<file path="src/rtl/rhc_pkg.sv">
package rhc_pkg;

    typedef enum logic [1:0] {
        ST_IDLE = 2'd0,
        ST_BUSY = 2'd1,
        ST_DONE = 2'd2
    } rhc_state_e;

    function automatic logic rhc_accept(rhc_state_e st, logic req);
        return (st == ST_IDLE) && req;
    endfunction

    function automatic logic rhc_capture(rhc_state_e st, logic ack);
        return (st == ST_BUSY) && ack;
    endfunction

endpackage

</file>
<file path="src/rtl/rhc_hold_reg.sv">
module rhc_hold_reg #(
    parameter int W = 8
) (
    input  logic         clk,
    input  logic         rst,
    input  logic         load,
    input  logic [W-1:0] d,
    output logic [W-1:0] q
);
    always_ff @(posedge clk) begin
        if (rst)       q <= '0;
        else if (load) q <= d;
    end
endmodule

</file>
<file path="src/rtl/rhc_fsm.sv">
module rhc_fsm
    import rhc_pkg::*;
(
    input  logic       clk,
    input  logic       rst,
    input  logic       req,
    input  logic       ack,
    output rhc_state_e state,
    output logic       accept,
    output logic       capture
);
    rhc_state_e nxt;

    assign accept  = rhc_accept(state, req);
    assign capture = rhc_capture(state, ack);

    always_comb begin
        nxt = state;
        unique case (state)
            ST_IDLE: if (accept)  nxt = ST_BUSY;
            ST_BUSY: if (capture) nxt = ST_DONE;
            ST_DONE: nxt = ST_IDLE;
            default: nxt = ST_IDLE;
        endcase
    end

    always_ff @(posedge clk) begin
        if (rst) state <= ST_IDLE;
        else     state <= nxt;
    end
endmodule

</file>
<file path="src/rtl/rd_handshake_ctrl.sv">
module rd_handshake_ctrl
    import rhc_pkg::*;
#(
    parameter int AW = 16,
    parameter int DW = 32
) (
    input  logic          clk,
    input  logic          rst,
    input  logic          cpu_req,
    input  logic [AW-1:0] cpu_addr,
    output logic          cpu_wait,
    output logic [DW-1:0] cpu_rdata,
    output logic          cpu_dvalid,
    output logic          lk_req,
    output logic [AW-1:0] lk_addr,
    input  logic          lk_ack,
    input  logic [DW-1:0] lk_data
);
    rhc_state_e state;
    logic       accept;
    logic       capture;

    rhc_fsm u_fsm (
        .clk     (clk),
        .rst     (rst),
        .req     (cpu_req),
        .ack     (lk_ack),
        .state   (state),
        .accept  (accept),
        .capture (capture)
    );

    rhc_hold_reg #(.W(AW)) u_addr (
        .clk  (clk),
        .rst  (rst),
        .load (accept),
        .d    (cpu_addr),
        .q    (lk_addr)
    );

    rhc_hold_reg #(.W(DW)) u_data (
        .clk  (clk),
        .rst  (rst),
        .load (capture),
        .d    (lk_data),
        .q    (cpu_rdata)
    );

    assign cpu_wait   = (state == ST_BUSY);
    assign lk_req     = (state == ST_BUSY);
    assign cpu_dvalid = (state == ST_DONE);
endmodule

</file>
<file path="config.mk">
export PLATFORM = sky130hd
export DESIGN_NAME = rd_handshake_ctrl
export DESIGN_NICKNAME = d
export VERILOG_FILES = /design/src/rtl/rhc_pkg.sv /design/src/rtl/rhc_hold_reg.sv /design/src/rtl/rhc_fsm.sv /design/src/rtl/rd_handshake_ctrl.sv
export SDC_FILE = /design/constraint.sdc
export NUM_CORES = 1
export LEC_CHECK = 0
export CORE_ASPECT_RATIO = 1.75
export CORE_MARGIN = 2
export CORE_UTILIZATION = 44
export DETAILED_ROUTE_END_ITERATION = 10
export HOLD_SLACK_MARGIN = 0.15
export PLACE_DENSITY = 0.84
export RECOVER_POWER = 50
export SYNTH_ARGS = -nofsm -noshare
export SYNTH_HDL_FRONTEND = slang
export SYNTH_SLANG_ARGS = --single-unit
</file>
<file path="constraint.sdc">
create_clock -name clk -period 2.9 [get_ports clk]
set_clock_uncertainty 0.05 [all_clocks]
set_input_delay 0.29 -clock clk [delete_from_list [all_inputs] [get_ports clk]]
set_output_delay 0.29 -clock clk [all_outputs]
set_load 0.005 [all_outputs]
</file>
==> flow_metrics.env, run 1 <==
export IMPL_status="finished, final reports clean"
export IMPL_synth_compound_area_share_pct=0.668
export IMPL_ys_seq_area_share_pct=44.5
export IMPL_rrSetupSlack_ns=1.05
export IMPL_cts_resized=0
export IMPL_synth_edf_count=0
export IMPL_die_height_um=98.5
export IMPL_ys_dominant_reg_cell="dfxtp_1"
export IMPL_synthXorXnorAreaFrac_pct=0
export IMPL_hold_viol=0
export IMPL_first_iter_violations=64
export IMPL_maxSlewViolCount=0
export IMPL_start_util_pct=45.5
export IMPL_hp_class="flip-flop to flip-flop"
export IMPL_fill_cells=408
export IMPL_io_buffers=102
export IMPL_slowest_delay_ns=0.79
export IMPL_wl_per_cell_um=13.0
export IMPL_cts_tree="built"
export IMPL_cp_cell_sequence="clkdlybuf4s50_1, and3b_2, clkbuf_2, mux2i_1"
export IMPL_synthToLayoutAreaGrowth_pct=47.8
export IMPL_antenna_found_initial=0
export IMPL_holdBufCountCts=0
export IMPL_syn_inst=218
export IMPL_max_freq_mhz=534
export IMPL_grt_max_degree=98
export IMPL_core_rowCount=34
export IMPL_power_density_nw_per_um2=418
export IMPL_grt_overflow=0
export IMPL_clk_insertion_delay_late_ns=0.29
export IMPL_pin_count=103
export IMPL_maxSlewHeadroom_pct=17.6
export IMPL_synth_fa_ha_area_share_pct=0
export IMPL_ys_async_sr_fraction_pct=0
export IMPL_rsz0062_at_grt="no"
export IMPL_post_route_period_util_pct=64.6
export IMPL_synthSimpleGateAreaFrac_pct=28.5
export IMPL_antennaDiodeCount=0
export IMPL_die_x_um=58.0
export IMPL_final_area_um2=3320
export IMPL_syn_nets=270
export IMPL_dieArea_um2=5720
export IMPL_tightest_slew_ns=1.24
export IMPL_min_period_ns=1.87
export IMPL_cpMaxStageDelayCell="clkbuf_2"
export IMPL_drtPass1Iterations=3
export IMPL_final_antenna_net_count=0
export IMPL_crit_buf_inv=2
export IMPL_gp_congestion=0.750
export IMPL_cp_required_ns=3.06
export IMPL_worstSetupStartpointType="input pin"
export IMPL_grt_pass1_wl_um=7690
export IMPL_yosysWarnings=0
export IMPL_yosys_cell_types_count=12
export IMPL_cts_max_level=2
export IMPL_drive_gt1_share_pct=4.15
export IMPL_clk_pin_slew_worst_paths_ns=0.09
export IMPL_cts_num_sinks=50
export IMPL_setup_tns_ns=0
export IMPL_cellLeakagePower_uw=0.00131
export IMPL_synth_mux_area_share_pct=21.4
export IMPL_num_vias=1731
export IMPL_synthTopCellsByCount="nand2b_1 (96), dfxtp_1 (50), mux2i_1 (48)"
export IMPL_grt_pass1_vias=1689
export IMPL_yosysMostFrequentCell="nand2b_1"
export IMPL_routed_wl_um=4790
export IMPL_ys_seq_elements=50
export IMPL_synth_top_family_by_area="simple AND/OR/NAND/NOR gates"
export IMPL_cap_viol_max_count=0
export IMPL_path_max_fanout=33
export IMPL_track_usage_pct=17.0
export IMPL_post_cts_repair_setup_buffers=0
export IMPL_yosys_area_top_type="dfxtp_1"
export IMPL_vias_per_cell=4.72
export IMPL_remaining_drc_errors=0
export IMPL_dpl_hpwl_um=3450
export IMPL_clockBufferDepth=2
export IMPL_critPathTopFamily="buffers and inverters"
export IMPL_finalSetupViolations=0
export IMPL_fin_nets=365
export IMPL_peakVddDrop_mv=0.330
export IMPL_critical_path_class="input pin to flip-flop"
export IMPL_dpl_cell_area_um2=3250
export IMPL_cts_buffers=5
export IMPL_crit_path_end_kind="flip-flop"
export IMPL_synth_area_top_cells="dfxtp_1 (45%), nand2b_1 (27%), mux2i_1 (21%), buf_6 (2.5%), clkbuf_1 (1.3%)"
export IMPL_syn_avg_cell_area_um2=10.3
export IMPL_core_area_um2=4930
export IMPL_cts_root_buffer="clkbuf_8"
export IMPL_synth_top_area_share_pct=44.5
export IMPL_syn_area_um2=2250
export IMPL_cp_data_arrival_time_ns=2.03
==> cell families after synthesis <==
kind of cell | Yosys count
flops | 50
simple gates | 102
compound gates | 1
buf+inv | 17
mux | 48
==> sequential cells by signal, summed over array words and instances, names as in the netlist <==
name,cells
u_addr.q,16
u_fsm.state,2
u_data.q,32
==> placed cells by master (no fill, tap or decap) <==
master	netlist	layout
dlygate4sd3_1	0	32
clkbuf_1	8	1
a2111oi_2	1	1
clkbuf_8	0	5
nand2b_1	96	96
mux2i_1	48	48
clkdlybuf4s50_1	0	69
buf_4	2	1
nor3b_2	0	1
clkinv_2	0	2
clkbuf_2	0	2
nor2b_1	3	3
dfxtp_1	50	50
nor2_1	1	1
and3b_2	0	1
==> layout make-up <==
type | instances | area [µm²] | area share (%)
clock inverters | 2 | 10.0 | 0.301
flip-flops and latches | 50 | 1000 | 30.1
repair buffers | 105 | 1030 | 31.1
well taps | 54 | 67.6 | 2.03
multi-input cells | 151 | 1140 | 34.4
clock buffers | 5 | 68.8 | 2.07
==> worst reg2reg max path, cell delays in order (launching register included) <==
cell and delay (ns):
dfxtp_1 0.44, and3b_2 0.21, clkbuf_2 0.79, mux2i_1 0.28
==> where the power goes <==
group	switching, µW	internal, µW
clock network	217	162
registers	20.6	723
logic	86.0	177
==> path summary, 6_finish.rpt <==
kind | depth (start not counted) | start | endpoint
hold / removal | 2 | u_data.q[26] | u_data.q[26]
setup / recovery | 4 | lk_ack | u_data.q[7]
hold reg to reg | 2 | u_data.q[26] | u_data.q[26]
setup reg to reg | 3 | u_fsm.state[0] | u_data.q[7]
==> routing by layer <==
metal  part of all wire, %  track usage (%)  vias to the layer above
li1                      -                -                      883
met1                    40             18.6                      783
met2                    53             30.6                       58
met3                   5.8             4.07                        7
met4                   2.0             6.62                        0
met5                     0                0                        -
==> through the flow <==
step	setup WS [ns]	util [%]	power, µW	hold slack (ns)	instances
6_report	1.03	67.3	1390	0.422	367
3_5_place_dp	1.08	65.8	1040	0.413	360
3_3_place_gp	1.11	65.8	1030	0.408	360
4_1_cts	1.09	67.4	1420	0.429	367
5_1_grt	0.877	67.3	1460	0.438	367
2_1_floorplan	1.76	-	881	0.340	218
No activity file was read; power rests on OpenSTA's default activity.
==> run 2: changes to the inputs <==
CORE_UTILIZATION = 41   (was 44)
PLACE_DENSITY = 0.79   (was 0.84)
clock period = 1.8 ns   (was 2.9 ns; I/O delays follow)
==> run 2 against run 1 <==
- combinational power up 67%
- critical path depth fell by 2
- non-clock buffer count up 2
- first-iteration DRC count decreased by 31%
- wire length is 0.58% higher
- via count grew 1.2%
- final cell count rose by 5.7%
- worst setup slack got worse by 0.88 ns
- sequential share of layout area fell by 0.39 points
- die area rose by 6.9%
- register-to-register slack worse by 0.73 ns
- largest cell class unchanged
- highest routed layer unchanged
==> flow_metrics.env, run 2 (synthesis gave the netlist of run 1 again) <==
export IMPL_switching_power_uw=505
export IMPL_dieArea_um2=6110
export IMPL_antenna_found_initial=0
export IMPL_grtUsageMet2_pct=30.6
export IMPL_layout_commonest_cell="clkdlybuf4s50_1"
export IMPL_start_util_pct=42.4
export IMPL_num_vias=1751
export IMPL_status="finished, final reports clean"
export IMPL_die_height_um=102
export IMPL_reg_largest_list="u_data.q (32), u_addr.q (16), u_fsm.state (2)"
export IMPL_clockBufferDepth=2
export IMPL_crit_path_end_kind="output pin"
export IMPL_gp_congestion=0.767
export IMPL_antennaDiodeCount=0
export IMPL_dpl_hpwl_um=3570
export IMPL_rr_endpoint="u_data.q[3]"
export IMPL_rsz0062_at_grt="no"
export IMPL_remaining_drc_errors=0
export IMPL_track_usage_pct=16.7
export IMPL_tightest_slew_ns=0.528
export IMPL_vias_per_cell=4.51
export IMPL_clkPwrFrac_pct=27.8
export IMPL_grt_max_degree=51
export IMPL_cpMaxStageDelayCell="clkdlybuf4s50_1"
export IMPL_grt_use_met3_pct=4.43
export IMPL_reg2reg_depth=3
export IMPL_min_path_cells=2
export IMPL_path_max_fanout=6
export IMPL_cts_buffers=5
export IMPL_grt_pass1_wl_um=7800
export IMPL_comb_power_share_pct=19.3
export IMPL_first_iter_violations=44
export IMPL_cts_max_level=2
export IMPL_maxSlewViolCount=0
export IMPL_cp_data_arrival_time_ns=1.42
export IMPL_hold_viol=0
export IMPL_top_usage_layer="met2"
export IMPL_post_cts_repair_setup_buffers=0
export IMPL_clk_pin_slew_worst_paths_ns=0.08
export IMPL_die_x_um=60.0
export IMPL_cp_required_ns=1.57
export IMPL_post_route_period_util_pct=91.7
export IMPL_seq_power_share_pct=52.9
export IMPL_grt_pass1_vias=1781
export IMPL_rrSetupSlack_ns=0.32
export IMPL_cts_tree="built"
export IMPL_cts_root_buffer="clkbuf_8"
export IMPL_clk_insertion_delay_late_ns=0.29
export IMPL_power_density_nw_per_um2=674
export IMPL_core_area_um2=5300
export IMPL_critical_path_class="flip-flop to output pin"
export IMPL_maxSlewHeadroom_pct=64.8
export IMPL_drtPass1Iterations=4
export IMPL_largest_register_ffs=32
export IMPL_hp_class="input pin to flip-flop"
export IMPL_intPower_uw=1760
export IMPL_setup_tns_ns=0
export IMPL_peakVddDrop_mv=0.371
export IMPL_io_buffers=102
export IMPL_final_antenna_net_count=0
export IMPL_cp_cell_sequence="nor2b_1, clkdlybuf4s50_1"
export IMPL_slowest_delay_ns=0.52
export IMPL_finish_utilization_pct=63.5
export IMPL_r2r_start="u_fsm.state[0]"
export IMPL_core_rowCount=35
export IMPL_grt_overflow=0
export IMPL_min_period_ns=1.65
export IMPL_fin_nets=367
export IMPL_max_freq_mhz=606
export IMPL_cts_num_sinks=50
export IMPL_min_to="u_fsm.state[1]"
export IMPL_cap_viol_max_count=0
export IMPL_final_cell_mix="clkdlybuf4s50_1 (101), nand2b_1 (96), dfxtp_1 (50), mux2i_1 (48), clkbuf_8 (6)"
export IMPL_cellLeakagePower_uw=0.00122
export IMPL_netSwitchingFraction_pct=22.3
export IMPL_worstSetupStartpointType="flip-flop"
export IMPL_routed_wl_um=4820
export IMPL_synthToLayoutAreaGrowth_pct=49.7
export IMPL_finalSetupViolations=0
export IMPL_cts_resized=0
export IMPL_largest_register="u_data.q"
export IMPL_drive_gt1_share_pct=3.50
export IMPL_holdBufCountCts=0
export IMPL_hp_start="rst"
export IMPL_pin_count=103
export IMPL_wl_per_cell_um=12.4
export IMPL_grt_use_met1_pct=17.3
-- run 2: area by class of cell --
cell class | instances | area [µm²]
fillers | 444 | 1930
clock buffers | 6 | 82.6
repair buffers | 107 | 1060
well taps | 74 | 92.6
multi-input cells | 151 | 1130
flip-flops and latches | 50 | 1000
-- run 2: worst max path at each step --
stage / start / to / slack, ns / depth (start not counted)
6_report: u_fsm.state[0] / cpu_wait / 0.15 / 2
4_1_cts: u_fsm.state[0] / cpu_wait / 0.09 / 2
2_1_floorplan: u_fsm.state[1] / u_addr.q[0] / 0.66 / 4
3_3_place_gp: lk_ack / u_data.q[9] / 0.34 / 4
5_1_grt: u_fsm.state[0] / cpu_wait / 0.07 / 2
3_5_place_dp: lk_ack / u_data.q[3] / 0.29 / 4
-- run 2: per-stage QoR --
stage | hold slack [ns] | instances | setup WS [ns] | power, µW | instance area (µm²)
final | 0.236 | 388 | 0.150 | 2270 | 3360
after global routing | 0.251 | 388 | 0.0687 | 2390 | 3360
after global placement | 0.407 | 382 | 0.343 | 1680 | 3330
after floorplan | 0.230 | 218 | 0.658 | 1420 | 2250
after CTS | 0.236 | 388 | 0.0941 | 2320 | 3410
after detailed placement | 0.413 | 382 | 0.292 | 1680 | 3330
-- run 2: power by group through the flow --
stage | clock network [µW] | logic [µW] | registers, µW
3_5_place_dp | 0 | 459 | 1230
4_1_cts | 662 | 460 | 1200
6_report | 629 | 438 | 1200
5_1_grt | 702 | 477 | 1210
3_3_place_gp | 0 | 452 | 1220
2_1_floorplan | 0 | 193 | 1230
-- run 2: critical path: cells and delay by family (launching register included) --
kind,cells,cell delay (ns)
buffers and inverters,1,0.52
DFF,1,0.42
and+or+nand+nor,1,0.19
-- run 2: metal layers --
layer  wire [µm]  vias up
li1            -      885
met1        1860      801
met2        2610       59
met3         257        6
met4          85        0
met5           0        -
